**config.mk**
```make
export PLATFORM = sky130hd
export DESIGN_NAME = ptw_walker
export DESIGN_NICKNAME = d
export VERILOG_FILES = /design/src/rtl/ptw_pkg.sv /design/src/rtl/ptw_pte_decode.sv /design/src/rtl/ptw_addr_calc.sv /design/src/rtl/ptw_ctrl.sv /design/src/rtl/ptw_walker.sv
export SDC_FILE = /design/constraint.sdc
export NUM_CORES = 1
export LEC_CHECK = 0
export BUFFER_PORTS_ARGS = -buffer_cell sky130_fd_sc_hd__buf_4
export CORE_ASPECT_RATIO = 1.75
export CORE_UTILIZATION = 30
export CTS_CLUSTER_DIAMETER = 40
export CTS_CLUSTER_SIZE = 16
export DETAILED_ROUTE_END_ITERATION = 8
export REMOVE_ABC_BUFFERS = 1
export SYNTH_ARGS = -nofsm -noshare
export SYNTH_HDL_FRONTEND = slang
export SYNTH_HIERARCHICAL = 1
export SYNTH_SLANG_ARGS = --single-unit
```
**constraint.sdc**
```tcl
create_clock -name clk -period 2.6 [get_ports clk]
set_input_delay 0.39 -clock clk [delete_from_list [all_inputs] [get_ports clk]]
set_output_delay 0.39 -clock clk [all_outputs]
set_load 0.02 [all_outputs]
```
**src/rtl/ptw_pkg.sv**
```systemverilog
package ptw_pkg;

   typedef enum logic [2:0] {
      ST_IDLE,
      ST_TOP_REQ,
      ST_TOP_WAIT,
      ST_LEAF_REQ,
      ST_LEAF_WAIT,
      ST_DONE,
      ST_FAULT
   } walk_state_e;

   localparam int FLAG_W      = 4;
   localparam int BIT_PRESENT = 0;
   localparam int ENTRY_SHIFT = 2;   // entries are 4 bytes

   localparam logic LVL_TOP  = 1'b0;
   localparam logic LVL_LEAF = 1'b1;

endpackage

```
**src/rtl/ptw_pte_decode.sv**
```systemverilog
module ptw_pte_decode #(
   parameter int PTE_W   = 32,
   parameter int FRAME_W = 20
) (
   input  logic [PTE_W-1:0]           entry,
   output logic                       present,
   output logic [FRAME_W-1:0]         frame,
   output logic [ptw_pkg::FLAG_W-1:0] flags
);
   localparam int FRAME_LSB = PTE_W - FRAME_W;

   if (FRAME_LSB < ptw_pkg::FLAG_W) begin : g_bad_layout
      $error("frame field overlaps the flag bits");
   end

   assign present = entry[ptw_pkg::BIT_PRESENT];
   assign frame   = entry[PTE_W-1 -: FRAME_W];
   assign flags   = entry[ptw_pkg::FLAG_W-1:0];
endmodule

```
**src/rtl/ptw_addr_calc.sv**
```systemverilog
module ptw_addr_calc #(
   parameter int PA_W         = 32,
   parameter int TOP_IDX_W    = 10,
   parameter int LEAF_IDX_W   = 10,
   parameter int OFF_W        = 12,
   parameter bit BASE_ALIGNED = 1'b0
) (
   input  logic [PA_W-1:0]                   base,
   input  logic [TOP_IDX_W+LEAF_IDX_W-1:0]   vpn,
   input  logic [PA_W-OFF_W-1:0]             leaf_table_frame,
   input  logic                              leaf_level,
   output logic [PA_W-1:0]                   addr
);
   localparam int FRAME_W = PA_W - OFF_W;
   localparam int SH      = ptw_pkg::ENTRY_SHIFT;

   if (LEAF_IDX_W + SH > OFF_W) begin : g_bad_leaf
      $error("second-level table does not fit in one page");
   end
   if (TOP_IDX_W + SH > PA_W) begin : g_bad_top
      $error("top-level table wider than address space");
   end

   logic [TOP_IDX_W-1:0]  top_idx;
   logic [LEAF_IDX_W-1:0] leaf_idx;
   logic [PA_W-1:0]       top_off;
   logic [PA_W-1:0]       top_addr;
   logic [PA_W-1:0]       leaf_addr;

   assign top_idx  = vpn[TOP_IDX_W+LEAF_IDX_W-1 -: TOP_IDX_W];
   assign leaf_idx = vpn[LEAF_IDX_W-1:0];
   assign top_off  = PA_W'(top_idx) << SH;

   if (BASE_ALIGNED) begin : g_or_base
      assign top_addr = base | top_off;
   end else begin : g_add_base
      assign top_addr = base + top_off;
   end

   // the leaf offset never crosses the page, so concatenation is exact
   assign leaf_addr = (PA_W'(leaf_table_frame) << OFF_W) | (PA_W'(leaf_idx) << SH);

   assign addr = leaf_level ? leaf_addr : top_addr;

   logic unused_ok;
   assign unused_ok = ^{FRAME_W};
endmodule

```
**src/rtl/ptw_ctrl.sv**
```systemverilog
module ptw_ctrl (
   input  logic clk,
   input  logic rst_n,
   input  logic miss_valid,
   input  logic mem_req_ready,
   input  logic mem_rsp_valid,
   input  logic rsp_present,
   output logic accept,
   output logic top_load,
   output logic leaf_load,
   output logic leaf_level,
   output logic mem_req_valid,
   output logic busy,
   output logic refill_valid,
   output logic fault_valid,
   output logic fault_level
);
   import ptw_pkg::*;

   walk_state_e state_q;
   logic        level_q;

   always_ff @(posedge clk) begin
      if (!rst_n) begin
         state_q <= ST_IDLE;
         level_q <= LVL_TOP;
      end else begin
         unique case (state_q)
            ST_IDLE:      if (miss_valid) state_q <= ST_TOP_REQ;
            ST_TOP_REQ:   if (mem_req_ready) state_q <= ST_TOP_WAIT;
            ST_TOP_WAIT:
               if (mem_rsp_valid) begin
                  if (rsp_present) begin
                     state_q <= ST_LEAF_REQ;
                  end else begin
                     state_q <= ST_FAULT;
                     level_q <= LVL_TOP;
                  end
               end
            ST_LEAF_REQ:  if (mem_req_ready) state_q <= ST_LEAF_WAIT;
            ST_LEAF_WAIT:
               if (mem_rsp_valid) begin
                  if (rsp_present) begin
                     state_q <= ST_DONE;
                  end else begin
                     state_q <= ST_FAULT;
                     level_q <= LVL_LEAF;
                  end
               end
            ST_DONE:      state_q <= ST_IDLE;
            ST_FAULT:     state_q <= ST_IDLE;
            default:      state_q <= ST_IDLE;
         endcase
      end
   end

   always_comb begin
      busy          = (state_q != ST_IDLE);
      accept        = (state_q == ST_IDLE) && miss_valid;
      top_load      = (state_q == ST_TOP_WAIT) && mem_rsp_valid && rsp_present;
      leaf_load     = (state_q == ST_LEAF_WAIT) && mem_rsp_valid;
      mem_req_valid = (state_q == ST_TOP_REQ) || (state_q == ST_LEAF_REQ);
      leaf_level    = (state_q == ST_LEAF_REQ);
      refill_valid  = (state_q == ST_DONE);
      fault_valid   = (state_q == ST_FAULT);
      fault_level   = level_q;
   end

   // one outcome per walk
   a_r12_single_result: assert property (@(posedge clk) disable iff (!rst_n)
      !(refill_valid && fault_valid));

   // a walk only starts after a presented miss
   a_r2_busy_rise: assert property (@(posedge clk) disable iff (!rst_n)
      $rose(busy) |-> $past(miss_valid));

   // the walker is free the cycle after a result
   a_r2_free_after: assert property (@(posedge clk) disable iff (!rst_n)
      (refill_valid || fault_valid) |=> !busy);

   // a stalled request stays asserted
   a_r10_req_held: assert property (@(posedge clk) disable iff (!rst_n)
      (mem_req_valid && !mem_req_ready) |=> mem_req_valid);

   // results are single-cycle pulses
   a_r12_pulse: assert property (@(posedge clk) disable iff (!rst_n)
      (refill_valid || fault_valid) |=> !(refill_valid || fault_valid));
endmodule

```
**src/rtl/ptw_walker.sv**
```systemverilog
module ptw_walker #(
   parameter int VA_W         = 32,
   parameter int PA_W         = 32,
   parameter int PTE_W        = 32,
   parameter int TOP_IDX_W    = 10,
   parameter int LEAF_IDX_W   = 10,
   parameter int OFF_W        = 12,
   parameter bit BASE_ALIGNED = 1'b0
) (
   input  logic                               clk,
   input  logic                               rst_n,
   input  logic [PA_W-1:0]                    pt_base,
   input  logic                               miss_valid,
   input  logic [TOP_IDX_W+LEAF_IDX_W-1:0]    miss_vpn,
   output logic                               busy,
   output logic                               mem_req_valid,
   input  logic                               mem_req_ready,
   output logic [PA_W-1:0]                    mem_req_addr,
   input  logic                               mem_rsp_valid,
   input  logic [PTE_W-1:0]                   mem_rsp_data,
   output logic                               refill_valid,
   output logic [TOP_IDX_W+LEAF_IDX_W-1:0]    refill_vpn,
   output logic [PA_W-OFF_W-1:0]              refill_frame,
   output logic [ptw_pkg::FLAG_W-1:0]         refill_flags,
   output logic                               fault_valid,
   output logic [TOP_IDX_W+LEAF_IDX_W-1:0]    fault_vpn,
   output logic                               fault_level
);
   localparam int VPN_W   = TOP_IDX_W + LEAF_IDX_W;
   localparam int FRAME_W = PA_W - OFF_W;
   localparam int FL_W    = ptw_pkg::FLAG_W;

   if (VPN_W + OFF_W != VA_W) begin : g_bad_split
      $error("index and offset widths do not cover the virtual address");
   end
   if (FRAME_W > PTE_W - FL_W) begin : g_bad_frame
      $error("frame number does not fit in a table entry");
   end

   logic                 accept, top_load, leaf_load, leaf_level;
   logic                 rsp_present;
   logic [FRAME_W-1:0]   rsp_frame;
   logic [FL_W-1:0]      rsp_flags;

   logic [VPN_W-1:0]     vpn_q;
   logic [FRAME_W-1:0]   table_frame_q;
   logic [FRAME_W-1:0]   leaf_frame_q;
   logic [FL_W-1:0]      leaf_flags_q;

   ptw_pte_decode #(.PTE_W(PTE_W), .FRAME_W(FRAME_W)) u_decode (
      .entry   (mem_rsp_data),
      .present (rsp_present),
      .frame   (rsp_frame),
      .flags   (rsp_flags)
   );

   ptw_addr_calc #(
      .PA_W(PA_W), .TOP_IDX_W(TOP_IDX_W), .LEAF_IDX_W(LEAF_IDX_W),
      .OFF_W(OFF_W), .BASE_ALIGNED(BASE_ALIGNED)
   ) u_addr (
      .base             (pt_base),
      .vpn              (vpn_q),
      .leaf_table_frame (table_frame_q),
      .leaf_level       (leaf_level),
      .addr             (mem_req_addr)
   );

   ptw_ctrl u_ctrl (
      .clk           (clk),
      .rst_n         (rst_n),
      .miss_valid    (miss_valid),
      .mem_req_ready (mem_req_ready),
      .mem_rsp_valid (mem_rsp_valid),
      .rsp_present   (rsp_present),
      .accept        (accept),
      .top_load      (top_load),
      .leaf_load     (leaf_load),
      .leaf_level    (leaf_level),
      .mem_req_valid (mem_req_valid),
      .busy          (busy),
      .refill_valid  (refill_valid),
      .fault_valid   (fault_valid),
      .fault_level   (fault_level)
   );

   always_ff @(posedge clk) begin
      if (!rst_n) begin
         vpn_q         <= '0;
         table_frame_q <= '0;
         leaf_frame_q  <= '0;
         leaf_flags_q  <= '0;
      end else begin
         if (accept)    vpn_q         <= miss_vpn;
         if (top_load)  table_frame_q <= rsp_frame;
         if (leaf_load) begin
            leaf_frame_q <= rsp_frame;
            leaf_flags_q <= rsp_flags;
         end
      end
   end

   assign refill_vpn   = vpn_q;
   assign fault_vpn    = vpn_q;
   assign refill_frame = leaf_frame_q;
   assign refill_flags = leaf_flags_q;

   // address does not move while the memory stalls
   a_r10_addr_stable: assert property (@(posedge clk) disable iff (!rst_n)
      (mem_req_valid && !mem_req_ready) |=> $stable(mem_req_addr));

   // the captured page number holds through a walk
   a_r3_vpn_held: assert property (@(posedge clk) disable iff (!rst_n)
      (busy && !refill_valid && !fault_valid) |=> $stable(vpn_q));

   // a refill always carries a valid leaf
   a_r9_refill_valid_leaf: assert property (@(posedge clk) disable iff (!rst_n)
      refill_valid |-> refill_flags[ptw_pkg::BIT_PRESENT]);

   // idle outputs after reset
   a_r1_quiet_idle: assert property (@(posedge clk) disable iff (!rst_n)
      !busy |-> !(mem_req_valid || refill_valid || fault_valid));
endmodule

```
# Word-level counts from Yosys, hierarchy flattened
# Index checks and enable logic that the tools add are counted.
[totals]
reg_bits = 68
input_bits = 89
out_inout_bits = 101
[classes]
add_sub_neg = 1
eq_ne = 13
n_mux = 14
bitwise_logic = 1
reduce_logical = 10
[ops]
columns = ["operator", "n"]
rows = [
  ["adder 32 x 12 -> 32 bit", 1],
  ["2-to-1 mux 32 bit", 1],
  ["OR 32 x 12 -> 32 bit", 1],
  ["2-to-1 mux 3 bit", 6],
  ["case mux 3 bit (5 select lines)", 1],
  ["!= test 2 bit, second input constant", 7],
  ["AND reduction 5 bit", 2],
  ["== test 3 bit, second input constant", 3],
  ["== test 3 x 2 -> 1 bit, second input constant", 2],
  ["logical AND 1 bit", 4],
  ["2-to-1 mux 1 bit", 4],
  ["== test 3 x 1 -> 1 bit, second input constant", 1],
  ["zero test 3 bit", 1],
  ["nonzero test 3 bit", 1],
  ["2-to-1 mux 2 bit", 1],
  ["case mux 1 bit (2 select lines)", 1],
  ["nonzero test 2 bit", 1],
  ["logical OR 1 bit", 1],
]

# Depth between registers and ports, before layout
[depth]
ltp_word = 3
depth_mapped = 8
depth_no_buf = 8

# By module
# Netlist, hierarchy kept.
[by_module_without_submodules]
columns = ["mod", "n_inst", "cells_per_inst", "area_each_um2", "seq_area_each_um2"]
rows = [
  ["ptw_walker", 1, 226, 2583.7, 1281.2],
  ["ptw_addr_calc", 1, 193, 1257.5, 0.0],
  ["ptw_ctrl", 1, 39, 312.8, 80.1],
  ["ptw_pte_decode", 1, 25, 187.7, 0.0],
]

# Worst setup path after synthesis
# No wires, ideal clock.
[synth_path]
kind = "flip-flop to output port"
from = "reg vpn_q[10], in the netlist fault_vpn[10]"
to = "out mem_req_addr[22]"
t_arrival_ns = 2.447
required_time_ns = 2.210
slack_ns = -0.237
stages_incl_launch_ff = 9
path_cell_list = "dfxtp_1 ha_1 fa_1 a21o_1 a221oi_2 o311ai_4 nand4_1 xor2_1 o21ai_0"
[synth_via]
elab_chain_len = 2
[synth_lines]
columns = ["element", "line_no", "text"]
rows = [
  ["start: declaration", "ptw_walker.sv:45", "logic [VPN_W-1:0] vpn_q;"],
  ["start signal: assignment", "ptw_walker.sv:93", "if (accept) vpn_q <= miss_vpn;"],
  ["adder 32 x 12 -> 32 bit", "ptw_addr_calc.sv:37", "assign top_addr = base + top_off;"],
  ["2-to-1 mux 32 bit", "ptw_addr_calc.sv:43", "assign addr = leaf_level ? leaf_addr : top_addr;"],
  ["end: declaration", "ptw_walker.sv:18", "output logic [PA_W-1:0] mem_req_addr,"],
]
# Every way passes these cells.

# Worst setup path in the final report
[layout_path]
from = "reg vpn_q[10], in the netlist fault_vpn[10]"
to = "out mem_req_addr[28]"
# The elaborated chain is that of the path after synthesis.

==> flow_summary.toml <==
[cts]
htree_levels = 3
cts_root_buf = "clkbuf_16"
cts_tree = "built"
cts.clk_slew.worst_paths_ps = 60
cts_buffers = 9
ctsLongestPathBuffers = 2
cts.sinks = 68
clk_latency_ps = 320
cts_hold_buf = 0

[synthesis]
synthFlopType = "dfxtp_1"
ys_seq_area_share_pct = 31.4
synthArstFlopShare_pct = 0
ys_top_cells_by_count = "nor2b_1, dfxtp_1, mux2i_1"
synth-xor-area-share_pct = 4.24
synth-simple-area-share_pct = 22.4
synthDistinctLibCells = 58
synth.area.mux_share_pct = 15.3
synth_seq_cells = 68
synth_edf_count = 0
synth.avg_cell_area_um2 = 8.99
synth_top_family_by_area = "simple AND/OR/NAND/NOR gates"
synth_most_common_cell = "nor2b_1"
yosysTopAreaCell = "dfxtp_1"
yosys.area.top_type_share_pct = 31.4
synth_warnings = 6
netlist_area_um2 = 4340
syn-instance-count = 483
synth_compound_area_share_pct = 11.3
synth_area_leaders = "dfxtp_1, mux2i_1, nor2b_1"
synthAdderAreaFrac_pct = 3.34

[timing]
setup_violations = 23
hold_slack_ps = 323
rsz0062_at_grt = "yes"
fin_crit_ps = 2960
fin_setup_tns_ps = -5150
max_freq_mhz = 337
worst_slew_pin_slew_ps = 588
finalMaxSlewViolations = 0
hold_viol = 0
slew-limit-headroom_pct = 60.8
fin_skew_ps = 4.77
setup_ws_ps = -364
fin_crit_sh_pct = 114

[worst_setup_path]
critPathCaptureType = "output pin"
crit_type = "reg -> out"
crit_required_ps = 2210
start_kind = "flop"
worstReg2RegStart = "u_ctrl/state_q[1]$_SDFFE_PN0P_"
worstPathArrival_ps = 2570
cp_max_fo = 6
startpoint = "fault_vpn[10]$_SDFFE_PN0P_"

[placement]
placed_cells_incl_taps = 817
io_buffers = 181
hpwl_um = 9740
gp_congestion = 0.801

[routing]
drtIter0Drc = 101
via_per_inst = 4.81
drc_errors = 0
ant_nets = 0
dr.pass1.iters = 4
vias = 4028
wl_um = 13100
wire_per_inst_um = 15.7

[floorplanning]
die_y_um = 161
fp-row-count = 57
pin_count = 190
die_w_um = 92.9
initial_core_util_pct = 31.1
core-area_um2 = 14000
fp.dieArea_um2 = 15000

[final_layout]
areaGrowthSynthToFinish_pct = 50.3
seq_area_um2 = 1370
fillers = 1374
drive_gt1_share_pct = 46.2
multi_input_area_um2 = 2800
antenna_cells = 0
fin_cells = 837
fin_nets = 755

[status]
violations = "setup timing"
status = "complete, but fails checks"

[power_and_ir_drop]
pwr-share-comb_pct = 30.7
max-vdd-ir-drop_v = 0.000367
p_seq_share_pct = 32.9
p_leak_uw = 0.00269
clkPwrFrac_pct = 36.4
switchingPower_uw = 1040
internal-power_uw = 2400
cellPowerDensity_nw_per_um2 = 526
swShare_pct = 30.2
power.total_uw = 3430

[grt]
grt_pass1_vias = 4095
gr-total-overflow = 0
grt_usage_pct = 17.4
grt_max_degree = 69
antenna_found_initial = 0
grt_pass1_wl_um = 20300

[job]
drv_cap = 0

[min_path]
hp-class = "in -> reg"
min_from = "mem_rsp_data[2]"
[placed cells by master (no fill, tap or decap), drive strengths merged, types with 2 or more instances in the layout]
cell type / instances
a211o: 2
o2111ai: 2
nor4b: 2
ha: 10
mux2: 2
a221o: 2
a22oi: 2
a21oi: 11
and2: 6
nor3: 4
xnor2: 9
clkbuf: 12
inv: 5
nand2: 36
clkinv: 2
buf: 231
nor2: 11
nor2b: 72
and3: 7
nand2b: 3
a211oi: 2
mux2i: 64
xor2: 12
a221oi: 3
nor3b: 3
dfxtp: 68
nand3: 13
nand4: 7
a21o: 5
o21ai: 28
a31oi: 2
[logic make-up (layout without fill, tap and decap cells)]
kind of cell / Yosys count / in the layout
multiplexers: 66 / 66
buffers and inverters: 76 / 252
AND/OR/NAND/NOR: 172 / 173
adder cells (fa/ha/maj): 11 / 11
flip-flops: 68 / 68
AO/OA/AOI/OAI: 69 / 69
XOR/XNOR: 21 / 21
[per-layer routing]
| layer | part of all wire (%) | track usage (%) | up-vias |
|---|---|---|---|
| li1 | - | - | 1974 |
| met1 | 38 | 18.6 | 1893 |
| met2 | 55 | 33.6 | 150 |
| met3 | 5.9 | 3.25 | 11 |
| met4 | 1.5 | 5.10 | 0 |
| met5 | 0 | 0 | - |
[registers in the layout, summed over array words and instances, names as in the netlist]
name / cells
fault_vpn: 20
refill_flags: 4
u_ctrl/fault_level: 1
refill_frame: 20
table_frame_q: 20
u_ctrl/state_q: 3
[worst max-delay path, stage by stage, from the launching register on]
cell and delay [ps]:
dfxtp_2 340, ha_4 160, fa_2 340, a21o_1 240
a221oi_4 300, o311ai_4 170, buf_6 170, nand4_1 100
xor2_1 160, o21ai_1 100, buf_4 160
[path summary, 6_finish.rpt]
check                                         to  slack, ps  depth (start not counted)
setup / recovery                mem_req_addr[28]       -360                         10
hold / removal      refill_flags[2]$_SDFFE_PN0P_        320                          3
setup reg to reg   table_frame_q[4]$_SDFFE_PN0P_        750                          6
hold reg to reg   table_frame_q[19]$_SDFFE_PN0P_        510                          2
[what timing repair did]
action                                  CTS  global route
pin swaps                                32            30
cloned                                    1             0
endpoints found under the setup margin   28            24
gates resized for setup                  62            26
buffers inserted                          4             2
[through the flow]
step	utilization (%)	instance area, µm²	setup WS [ps]
final	46.7	6530	-364
after global routing	46.7	6530	-495
after CTS	45.8	6400	-430
after detailed placement	41.6	5810	-400
after global placement	41.6	5810	-402
after floorplan	-	3830	-827
[cell type report]
cell class	count	share of cell area, %
clock buffer	12	3.93
clock inverter	4	0.729
inverter	5	0.288
multi-input combinational	340	42.9
sequential	68	21.0
tap	177	3.39
timing repair buffer	231	27.8
[power groups by stage]
stage | clock, µW | sequential (µW) | combinational, µW
6_report | 1250 | 1130 | 1050
5_1_grt | 1350 | 1140 | 1130
4_1_cts | 1300 | 1130 | 1040
3_5_place_dp | 0 | 1150 | 968
3_3_place_gp | 0 | 1150 | 954
2_1_floorplan | 0 | 1210 | 408
Power figures use the tool's default switching activity.
